File: config.mk
export PLATFORM = sky130hd
export DESIGN_NAME = cursor_locator
export DESIGN_NICKNAME = d
export VERILOG_FILES = /design/src/rtl/cursor_loc_pkg.sv /design/src/rtl/cursor_cfg_decode.sv /design/src/rtl/cursor_window_test.sv /design/src/rtl/cursor_addr_gen.sv /design/src/rtl/cursor_locator.sv
export SDC_FILE = /design/constraint.sdc
export NUM_CORES = 1
export LEC_CHECK = 0
export BUFFER_PORTS_ARGS = -buffer_cell sky130_fd_sc_hd__buf_4
export CAP_MARGIN = 30
export CORE_MARGIN = 3
export CORE_UTILIZATION = 45
export DETAILED_ROUTE_END_ITERATION = 12
export PLACE_DENSITY = 0.71
export SKIP_LAST_GASP = 1
export SLEW_MARGIN = 20
export SYNTH_ARGS = -nofsm -noshare
export SYNTH_HDL_FRONTEND = slang
export SYNTH_HIERARCHICAL = 1
export SYNTH_SLANG_ARGS = --single-unit
File: constraint.sdc
create_clock -name clk -period 2.6 [get_ports clk]
set_input_delay 0 -clock clk [delete_from_list [all_inputs] [get_ports clk]]
set_output_delay 0 -clock clk [all_outputs]
set_load 0.05 [all_outputs]
File: src/rtl/cursor_loc_pkg.sv
package cursor_loc_pkg;
  typedef enum logic [1:0] {
    CSZ_OFF  = 2'd0,
    CSZ_NARR = 2'd1,
    CSZ_MID  = 2'd2,
    CSZ_WIDE = 2'd3
  } csize_e;

  localparam int MIN_ROWS = 8;
endpackage

File: src/rtl/cursor_cfg_decode.sv
module cursor_cfg_decode
  import cursor_loc_pkg::*;
#(
  parameter int FLD_W = 16,
  parameter int MAG_W = 12,
  parameter int LOC_W = 8,
  parameter int SW    = 15,
  localparam int W_W  = LOC_W + 1
) (
  input  logic [2*FLD_W-1:0] pos_word,
  input  logic [1:0]         size_sel,
  input  logic               short_en,
  input  logic [LOC_W-1:0]   rows_m1,
  input  logic               rot180,
  output logic               win_en,
  output logic [W_W-1:0]     win_w,
  output logic [W_W-1:0]     win_h,
  output logic signed [SW-1:0] org_x,
  output logic signed [SW-1:0] org_y
);
  logic [MAG_W-1:0] mag_x, mag_y;
  logic             neg_x, neg_y;
  logic [W_W-1:0]   short_h;
  logic             short_on;
  csize_e           sz;

  assign mag_x = pos_word[MAG_W-1:0];
  assign neg_x = pos_word[FLD_W-1];
  assign mag_y = pos_word[FLD_W+MAG_W-1:FLD_W];
  assign neg_y = pos_word[2*FLD_W-1];
  assign sz    = csize_e'(size_sel);

  always_comb begin
    org_x = neg_x ? -$signed(SW'(mag_x)) : $signed(SW'(mag_x));
    org_y = neg_y ? -$signed(SW'(mag_y)) : $signed(SW'(mag_y));
  end

  // width is a power of two: smallest step is 2^(LOC_W-2)
  always_comb begin
    win_w = '0;
    for (int k = 1; k < 4; k++) begin
      if (sz == csize_e'(k)) win_w = W_W'(1) << (LOC_W - 3 + k);
    end
  end

  assign short_on = short_en && !rot180;
  assign short_h  = W_W'(rows_m1) + W_W'(1);

  always_comb begin
    win_h  = short_on ? short_h : win_w;
    win_en = (sz != CSZ_OFF);
    if (short_on && ((short_h < W_W'(MIN_ROWS)) || (short_h > win_w)))
      win_en = 1'b0;
  end
endmodule

File: src/rtl/cursor_window_test.sv
module cursor_window_test #(
  parameter int RAST_W = 13,
  parameter int LOC_W  = 8,
  parameter int SW     = 15,
  localparam int W_W   = LOC_W + 1
) (
  input  logic [RAST_W-1:0]    rx,
  input  logic [RAST_W-1:0]    ry,
  input  logic signed [SW-1:0] org_x,
  input  logic signed [SW-1:0] org_y,
  input  logic [W_W-1:0]       win_w,
  input  logic [W_W-1:0]       win_h,
  input  logic                 win_en,
  output logic                 hit,
  output logic [LOC_W-1:0]     lx,
  output logic [LOC_W-1:0]     ly
);
  logic signed [SW-1:0] dx, dy;
  logic                 in_x, in_y;

  assign dx = $signed({{(SW-RAST_W){1'b0}}, rx}) - org_x;
  assign dy = $signed({{(SW-RAST_W){1'b0}}, ry}) - org_y;

  assign in_x = !dx[SW-1] && ($unsigned(dx) < {{(SW-W_W){1'b0}}, win_w});
  assign in_y = !dy[SW-1] && ($unsigned(dy) < {{(SW-W_W){1'b0}}, win_h});

  assign hit = win_en && in_x && in_y;
  assign lx  = hit ? dx[LOC_W-1:0] : '0;
  assign ly  = hit ? dy[LOC_W-1:0] : '0;
endmodule

File: src/rtl/cursor_addr_gen.sv
module cursor_addr_gen #(
  parameter int LOC_W  = 8,
  parameter int ADDR_W = 32,
  localparam int W_W   = LOC_W + 1,
  localparam int OFF_W = 2 * LOC_W + 1
) (
  input  logic [LOC_W-1:0]  lx,
  input  logic [LOC_W-1:0]  ly,
  input  logic [W_W-1:0]    win_w,
  input  logic [W_W-1:0]    win_h,
  input  logic              rot180,
  input  logic [ADDR_W-1:0] base,
  output logic [ADDR_W-1:0] addr
);
  logic [OFF_W-1:0] lin_off, last_off, walk_off;

  assign lin_off  = OFF_W'(ly) * OFF_W'(win_w) + OFF_W'(lx);
  assign last_off = OFF_W'(win_h) * OFF_W'(win_w) - OFF_W'(1);
  assign walk_off = rot180 ? (last_off - lin_off) : lin_off;
  assign addr     = base + ADDR_W'({walk_off, 2'b00});
endmodule

File: src/rtl/cursor_locator.sv
module cursor_locator
  import cursor_loc_pkg::*;
#(
  parameter int RAST_W = 13,
  parameter int MAG_W  = 12,
  parameter int FLD_W  = 16,
  parameter int LOC_W  = 8,
  parameter int ADDR_W = 32,
  localparam int SW    = ((RAST_W > MAG_W) ? RAST_W : MAG_W) + 2,
  localparam int W_W   = LOC_W + 1
) (
  input  logic              clk,
  input  logic              rst_n,
  input  logic [2*FLD_W-1:0] cfg_pos,
  input  logic [1:0]        cfg_size,
  input  logic              cfg_short_en,
  input  logic [LOC_W-1:0]  cfg_rows_m1,
  input  logic              cfg_rot180,
  input  logic [ADDR_W-1:0] cfg_base,
  input  logic              px_valid,
  output logic              px_ready,
  input  logic [RAST_W-1:0] px_x,
  input  logic [RAST_W-1:0] px_y,
  output logic              rs_valid,
  input  logic              rs_ready,
  output logic              rs_hit,
  output logic [ADDR_W-1:0] rs_addr,
  output logic [LOC_W-1:0]  rs_lx,
  output logic [LOC_W-1:0]  rs_ly
);
  logic                 dec_en;
  logic [W_W-1:0]       dec_w, dec_h;
  logic signed [SW-1:0] dec_x, dec_y;
  logic                 hit_c;
  logic [LOC_W-1:0]     lx_c, ly_c;
  logic [ADDR_W-1:0]    addr_c;
  logic                 take;

  cursor_cfg_decode #(.FLD_W(FLD_W), .MAG_W(MAG_W), .LOC_W(LOC_W), .SW(SW)) u_dec (
    .pos_word(cfg_pos), .size_sel(cfg_size), .short_en(cfg_short_en),
    .rows_m1(cfg_rows_m1), .rot180(cfg_rot180),
    .win_en(dec_en), .win_w(dec_w), .win_h(dec_h), .org_x(dec_x), .org_y(dec_y)
  );

  cursor_window_test #(.RAST_W(RAST_W), .LOC_W(LOC_W), .SW(SW)) u_win (
    .rx(px_x), .ry(px_y), .org_x(dec_x), .org_y(dec_y),
    .win_w(dec_w), .win_h(dec_h), .win_en(dec_en),
    .hit(hit_c), .lx(lx_c), .ly(ly_c)
  );

  cursor_addr_gen #(.LOC_W(LOC_W), .ADDR_W(ADDR_W)) u_addr (
    .lx(lx_c), .ly(ly_c), .win_w(dec_w), .win_h(dec_h),
    .rot180(cfg_rot180), .base(cfg_base), .addr(addr_c)
  );

  assign px_ready = !rs_valid || rs_ready;
  assign take     = px_valid && px_ready;

  always_ff @(posedge clk or negedge rst_n) begin
    if (!rst_n) begin
      rs_valid <= 1'b0;
      rs_hit   <= 1'b0;
      rs_addr  <= '0;
      rs_lx    <= '0;
      rs_ly    <= '0;
    end else if (take) begin
      rs_valid <= 1'b1;
      rs_hit   <= hit_c;
      rs_addr  <= hit_c ? addr_c : '0;
      rs_lx    <= lx_c;
      rs_ly    <= ly_c;
    end else if (rs_ready) begin
      rs_valid <= 1'b0;
    end
  end

  p_stall_hold_r9: assert property (@(posedge clk) disable iff (!rst_n)
    rs_valid && !rs_ready |=> rs_valid && $stable(rs_addr) && $stable(rs_hit)
                              && $stable(rs_lx) && $stable(rs_ly));

  p_miss_zero_r8: assert property (@(posedge clk) disable iff (!rst_n)
    rs_valid && !rs_hit |-> rs_addr == '0 && rs_lx == '0 && rs_ly == '0);

  p_off_blank_r2: assert property (@(posedge clk) disable iff (!rst_n)
    px_valid && px_ready && cfg_size == 2'd0 |=> rs_valid && !rs_hit);

  p_rot_square_r5: assert property (@(posedge clk) disable iff (!rst_n)
    dec_en && cfg_rot180 |-> dec_h == dec_w);

  p_rows_range_r4: assert property (@(posedge clk) disable iff (!rst_n)
    dec_en |-> dec_h >= W_W'(MIN_ROWS) && dec_h <= dec_w);
endmodule

==> key figures, run 1 <==
Outcome
  • Run status: finished with violations
  • Violations in the final reports: negative setup slack

Route
  • Count of routing violations after the opening detailed-route iteration: 866
  • Via-to-Cell Ratio: 5.58
  • Remaining number of nets flagged by the antenna check after routing: 0
  • Routed length per placed instance: 18.4 µm
  • Vias post-DR: 12596
  • Drt total wl: 41600 µm
  • Total iterations of the first detailed-routing run: 5
  • Residual DRC: 0

Logic synthesis
  • Number of distinct library cell variants in the gate-level netlist after synthesis: 89
  • Dominant cells by area after synthesis: sky130_fd_sc_hd__fa_1 (19%), sky130_fd_sc_hd__ha_1 (15%), sky130_fd_sc_hd__dfrtp_1 (10%)
  • Count of warnings emitted by yosys: 6
  • Area fraction of the dominant cell type after synthesis: 0.186
  • Number of register bits inferred by synthesis: 50
  • Proportion of synthesized flip-flops having asynchronous set or reset: 1.00
  • Library cell occupying the most area in the post-synthesis netlist: sky130_fd_sc_hd__fa_1
  • Synthesized area: 0.0123 mm²
  • Post-Synthesis Cells: 1460
  • Syn Area/Cell: 8.41 µm²
  • Post-synth EDFFs: 0
  • Sequential cell area fraction in the yosys report: 0.102
  • Leading register cell type out of synthesis: sky130_fd_sc_hd__dfrtp_1
  • Ranking of synthesized cells by instance count: sky130_fd_sc_hd__inv_1 (242), sky130_fd_sc_hd__ha_1 (152), sky130_fd_sc_hd__nand2_1 (129)
  • Most frequent cell after synthesis: sky130_fd_sc_hd__inv_1

GRT
  • Remaining Overflow, GRT: 0
  • Pin count of the biggest net entering global routing: 51
  • Wire length of the first global-routing pass: 63000 µm
  • Antenna violations before repair: 0
  • Vias in the first global route: 13053
  • Gr usage total: 0.265

Worst setup path
  • Critical Path AT: 11.71 ns
  • Capturing element type of the critical path: flip-flop
  • Critical Setup Path Class: input pin to flip-flop
  • Worst-path fanout max: 6
  • CP max-delay cell: sky130_fd_sc_hd__fa_1
  • Critical path required time: 2.78 ns
  • Type of origin of the critical path: input pin
  • Most prevalent standard cell on the critical path: sky130_fd_sc_hd__fa_1
  • Delay of the slowest cell on the worst path: 0.59 ns

Timing
  • Final critical path time including I/O delays and setup: 11.52 ns
  • Fraction of the cycle the final worst path needs: 4.43
  • Setup repair after global routing missed its margin: true
  • Headroom to the max-slew limit: 0.541
  • Final number of max-transition violations: 0
  • Pin slew with the least headroom to its limit: 0.689 ns
  • Worst path setup slack after routing: -8.92 ns
  • Maximum clock frequency: 86.8 MHz
  • Final setup vio count: 49
  • Final clock skew: 0.0103 ns
  • Final hold violation count: 0

Clock network
  • Number of H-tree branching levels: 2
  • Clock net sink count: 50
  • Root buffer selected by CTS: sky130_fd_sc_hd__clkbuf_16
  • CTS tree: built
  • Total CTS buffers: 5
  • Clock slew at reported path FFs: 0.07 ns
  • Clock latency of the later-clocked register in the worst-skew pair: 0.30 ns
  • CTS Buffer Depth: 2

Finish
  • Layout Utilization: 0.691
  • Layout cells sized above 1: 0.418
  • Number of cells in the finished layout apart from fillers: 2259
  • Nets: 2295
  • Count of antenna diodes in the layout: 0
  • Signed area change from the synthesized netlist to the final layout: 48.7%

Run
  • Count of max-cap constraint violations: 0

Die
  • IO Count: 157
  • Initial Utilization: 0.464
  • Die Y: 171 µm
  • Cell Rows: 59
  • Die Footprint: 0.0293 mm²
  • Core Region: 0.0264 mm²
  • Chip Width: 171 µm

Power and ir drop
  • Peak supply drop: 0.482 mV
  • Switching fraction of total power: 0.450
  • Combinational fraction of design power: 0.840
  • Switching power total: 4160 µW
  • Pwr per Cell Area: 506 mW/mm²
  • Register share of total power: 0.084
  • Power Internal: 5080 µW
  • LEAKAGE: 0.00917 µW
  • Relative contribution of the clock network to total power: 0.076

Place
  • Number of I/O port buffers: 150
  • Estimated wirelength of the detail-placed design: 29400 µm
  • Routability cong.: 0.931
  • Post-placement cell count: 2184

Min path
  • Type of the most critical hold path: input pin to flip-flop
final cells by class:
type	instances	area, µm²
Clock buffer	6	139
Clock inverter	2	12.5
Fill cell	1900	8180
Inverter	242	916
Multi-Input combinational cell	1120	11500
Sequential cell	50	1250
Tap cell	335	419
Timing Repair Buffer	504	4050
power by group through the flow:
stage          logic, µW  registers (µW)  clock network [µW]
2_1_floorplan       3620             799                   0
3_3_place_gp        5670             794                   0
3_5_place_dp        5790             794                   0
4_1_cts             6820             779                 684
5_1_grt             8290             779                 730
6_report            7760             779                 699
sequential cells by signal, summed over array words and instances (netlist names):
register / cells
rs_lx: 8
rs_addr: 32
rs_ly: 8
rs_valid: 1
rs_hit: 1
kinds of logic after synthesis:
group | Yosys count | synth area share
xor+xnor | 96 | 0.0708
compound gates | 269 | 0.160
mux | 28 | 0.0306
flops | 50 | 0.102
buf+inv | 295 | 0.0978
other cells | 1 | 0.000306
fa+ha+maj | 266 | 0.341
simple gates | 455 | 0.197
cell usage in the layout (no fill, tap or decap), drive strengths merged, types with 38 or more instances in the layout:
cell / instances
o21ai: 47
nor3: 38
buf: 503
nor2: 56
a21oi: 56
xnor2: 61
dfrtp: 50
inv: 242
nand2: 132
fa: 114
ha: 152
and2: 87
nand4: 38
per-layer routing:
layer,up-vias,GRT usage,share of wire
met5,-,0,0
met4,0,0.112,0.047
met3,136,0.0365,0.051
met2,491,0.482,0.51
met1,6153,0.313,0.39
li1,5816,-,-
worst paths after layout:
check	startpoint	to	slack [ns]	cells after the start
min	cfg_base[0]	rs_addr[0]	0.06	3
max	cfg_pos[17]	rs_addr[20]	-8.92	54
max reg2reg	rs_valid	rs_ly[4]	1.08	3
min reg2reg	rs_addr[21]	rs_addr[21]	0.48	1
min in group asynchronous	rst_n	rs_addr[12]	0.28	2
max in group asynchronous	rst_n	rs_lx[2]	1.86	2
worst max-delay path: cells and delay by family:
kind,cells,cell delay (ns)
fa+ha+maj,14,5.45
compound gates,16,3.29
simple gates,8,0.99
mux,1,0.13
buf+inv,10,1.02
xor+xnor,5,0.80
stage by stage:
stage	area (µm²)	power, µW	TNS, ns	setup slack [ns]	hold slack (ns)
finish	18200	9240	-250.07	-8.92	0.0649
global route	18200	9800	-264.05	-9.32	0.0805
CTS	17700	8290	-242.55	-8.67	0.0618
detailed placement	16200	6580	-271.84	-9.38	0.0654
global placement	16200	6460	-266.67	-9.28	0.0588
floorplan	12800	4420	-233.38	-8.49	-0.296
repair_timing:
item	in CTS	in global routing
gates resized for setup	193	83
gates cloned	2	0
buffers inserted	53	16
setup endpoints to repair	49	49
hold buffers	1	0
endpoints found under the hold margin	50	0
pin swaps	149	90
Power figures use the tool's default switching activity.
==> run 2: changes to the inputs <==
ABC_AREA = 1   (was unset)
CTS_CLUSTER_SIZE = 25   (was unset)
PLACE_DENSITY = 0.7   (was 0.71)
==> key figures, run 2 <==
Timing
  • Headroom to the max-slew limit: 0.370
  • Final number of max-transition violations: 0
  • Pin slew with the least headroom to its limit: 0.941 ns
  • Final hold violation count: 0
  • Final clock skew: 0.00512 ns
  • Final critical path time including I/O delays and setup: 10.78 ns
  • Fraction of the cycle the final worst path needs: 4.14
  • Worst path setup slack after routing: -8.18 ns
  • Post-route setup TNS: -225.00 ns
  • Setup repair after global routing missed its margin: true
  • Post-route worst hold slack: 0.0203 ns
  • Final setup vio count: 49
  • Maximum clock frequency: 92.8 MHz

Die
  • IO Count: 157
  • Die Y: 178 µm
  • Die Footprint: 0.0318 mm²
  • Core Region: 0.0290 mm²
  • Cell Rows: 62
  • Initial Utilization: 0.461
  • Chip Width: 178 µm

Logic synthesis
  • Area fraction of the dominant cell type after synthesis: 0.171
  • Most frequent cell after synthesis: sky130_fd_sc_hd__nand2_1
  • Proportion of synthesized flip-flops having asynchronous set or reset: 1.00
  • Count of warnings emitted by yosys: 6
  • Number of register bits inferred by synthesis: 50
  • Post-synth EDFFs: 0
  • Syn Area/Cell: 6.50 µm²
  • Post-Synthesis Cells: 2058
  • Dominant cells by area after synthesis: sky130_fd_sc_hd__nand2_1 (17%), sky130_fd_sc_hd__fa_1 (17%), sky130_fd_sc_hd__ha_1 (14%)
  • Synthesized area: 0.0134 mm²
  • Sequential cell area fraction in the yosys report: 0.0936
  • Ranking of synthesized cells by instance count: sky130_fd_sc_hd__nand2_1 (610), sky130_fd_sc_hd__inv_1 (505), sky130_fd_sc_hd__ha_1 (152)
  • Library cell occupying the most area in the post-synthesis netlist: sky130_fd_sc_hd__nand2_1
  • Leading register cell type out of synthesis: sky130_fd_sc_hd__dfrtp_1
  • Number of distinct library cell variants in the gate-level netlist after synthesis: 52

GRT
  • Antenna violations before repair: 0
  • Wire length of the first global-routing pass: 69000 µm
  • M1 GR Usage: 0.332
  • Pin count of the biggest net entering global routing: 51
  • Gr usage total: 0.265
  • Remaining Overflow, GRT: 0
  • Routing usage on met2: 0.472
  • Vias in the first global route: 14490
  • GRT Max-Usage Layer: met2
  • Global-route met3 utilization: 0.0317

Clock network
  • Number of H-tree branching levels: 2
  • Root buffer selected by CTS: sky130_fd_sc_hd__clkbuf_16
  • Clock net sink count: 50
  • CTS Buffer Depth: 2
  • Total CTS buffers: 5
  • Clock latency of the later-clocked register in the worst-skew pair: 0.29 ns
  • CTS tree: built
  • Clock slew at reported path FFs: 0.07 ns

Worst setup path
  • Capturing element type of the critical path: flip-flop
  • Critical Path AT: 11.01 ns
  • Critical Setup Path Class: input pin to flip-flop
  • CP max-delay cell: sky130_fd_sc_hd__fa_1
  • Delay of the slowest cell on the worst path: 0.53 ns
  • Critical path required time: 2.83 ns
  • Type of origin of the critical path: input pin
  • Worst-path fanout max: 5

Power and ir drop
  • Pwr per Cell Area: 477 mW/mm²
  • Peak supply drop: 0.429 mV
  • Post-layout power: 9390 µW
  • LEAKAGE: 0.0114 µW

Route
  • Residual DRC: 0
  • Total iterations of the first detailed-routing run: 6
  • Remaining number of nets flagged by the antenna check after routing: 0
  • Vias post-DR: 14680
  • Routed length per placed instance: 15.7 µm
  • Count of routing violations after the opening detailed-route iteration: 917
  • Via-to-Cell Ratio: 5.06
  • Drt total wl: 45600 µm

Place
  • Number of I/O port buffers: 150
  • Routability cong.: 0.888
  • DP Area: 0.0173 mm²
  • Estimated wirelength of the detail-placed design: 34000 µm

Outcome
  • Run status: finished with violations
  • Violations in the final reports: negative setup slack

Finish
  • # fillers: 2318
  • Layout Utilization: 0.678
  • Top library cells by usage in the layout, fill and taps aside: sky130_fd_sc_hd__nand2_1 (553), sky130_fd_sc_hd__inv_1 (459), sky130_fd_sc_hd__buf_4 (458)
  • Leading cell type in the layout, fill and taps excluded: sky130_fd_sc_hd__nand2_1
  • Count of antenna diodes in the layout: 0
  • Layout cells sized above 1: 0.356
  • Registers with the most flip-flops: rs_addr (32), rs_lx (8), rs_ly (8)
  • Number of flip-flops in the largest register: 32
  • Area of all placed cells without fillers: 0.0197 mm²
  • Largest Register: rs_addr
  • Nets: 2886
  • Signed area change from the synthesized netlist to the final layout: 47.2%

Min path
  • Type of the most critical hold path: input pin to flip-flop

Run
  • Count of max-cap constraint violations: 0
==> run 2: changes by cell type after synthesis, sizes merged, moves of 32 or more <==
cell | before | now
a21bo | 32 | 0
and2 | 87 | 6
xnor2 | 61 | 24
nand2 | 132 | 624
nand3 | 33 | 146
nor2 | 56 | 107
inv | 242 | 507
==> run 2: critical path, delay by kind of cell <==
family,cells,cell delay (ns)
compound gates,6,0.91
buf+inv,18,1.27
xor+xnor,3,0.47
simple gates,31,3.09
fa+ha+maj,14,5.27
==> run 2: path summary, 6_finish.rpt <==
| path | start | endpoint | slack [ns] | cells past startpoint |
|---|---|---|---|---|
| max reg2reg | rs_valid | rs_addr[18] | 0.74 | 4 |
| min in group asynchronous | rst_n | rs_addr[15] | 0.28 | 2 |
| max | cfg_pos[3] | rs_addr[30] | -8.18 | 72 |
| min reg2reg | rs_addr[4] | rs_addr[4] | 0.48 | 2 |
| max in group asynchronous | rst_n | rs_addr[14] | 1.90 | 2 |
| min | cfg_base[1] | rs_addr[1] | 0.02 | 5 |
==> run 2: power by group <==
group / total (µW) / switching [µW] / internal (µW)
clock network: 658 / 301 / 357
logic: 7950 / 4270 / 3680
registers: 781 / 1.96 / 779
total: 9390 / 4570 / 4820
==> run 2: layout make-up <==
cell class / count / area (µm²) / area share
clock buffers: 5 / 125 / 0.00636
clock inverters: 3 / 21.3 / 0.00108
inverters: 507 / 1920 / 0.0974
multi-input cells: 1433 / 11700 / 0.595
flip-flops and latches: 50 / 1250 / 0.0636
well taps: 384 / 480 / 0.0244
repair buffers: 517 / 4180 / 0.213
==> run 2: layer usage <==
metal  wire (µm)  vias up
met3        2690      170
met5           0        -
met4        2140        0
met2       22600      587
met1       18100     6860
li1            -     7063
==> run 2: stage by stage <==
step | worst slack (ns) | std cells
2_1_floorplan | -7.64 | 2063
3_3_place_gp | -8.43 | 2808
5_1_grt | -8.60 | 2899
6_report | -8.18 | 2899
4_1_cts | -7.90 | 2870
3_5_place_dp | -8.67 | 2808
==> run 2: timing repair <==
| item | CTS | global route |
|---|---|---|
| buffers inserted | 55 | 33 |
| gates resized for setup | 193 | 174 |
| gates cloned | 0 | 2 |
| endpoints found under the hold margin | 50 | 0 |
| pin swaps | 100 | 128 |
| endpoints found under the setup margin | 49 | 49 |
| hold buffers | 1 | 0 |
==> run 2: logic make-up (layout without fill, tap and decap cells) <==
kind of cell | Yosys count | after routing | synth area share
and+or+nand+nor | 931 | 931 | 0.304
buffers and inverters | 580 | 1032 | 0.172
adders and majority gates | 266 | 266 | 0.313
AOI/OAI and AO/OA | 152 | 152 | 0.0651
xor gates and xnor gates | 78 | 78 | 0.0517
DFF | 50 | 50 | 0.0936
other | 1 | 6 | 0.000280
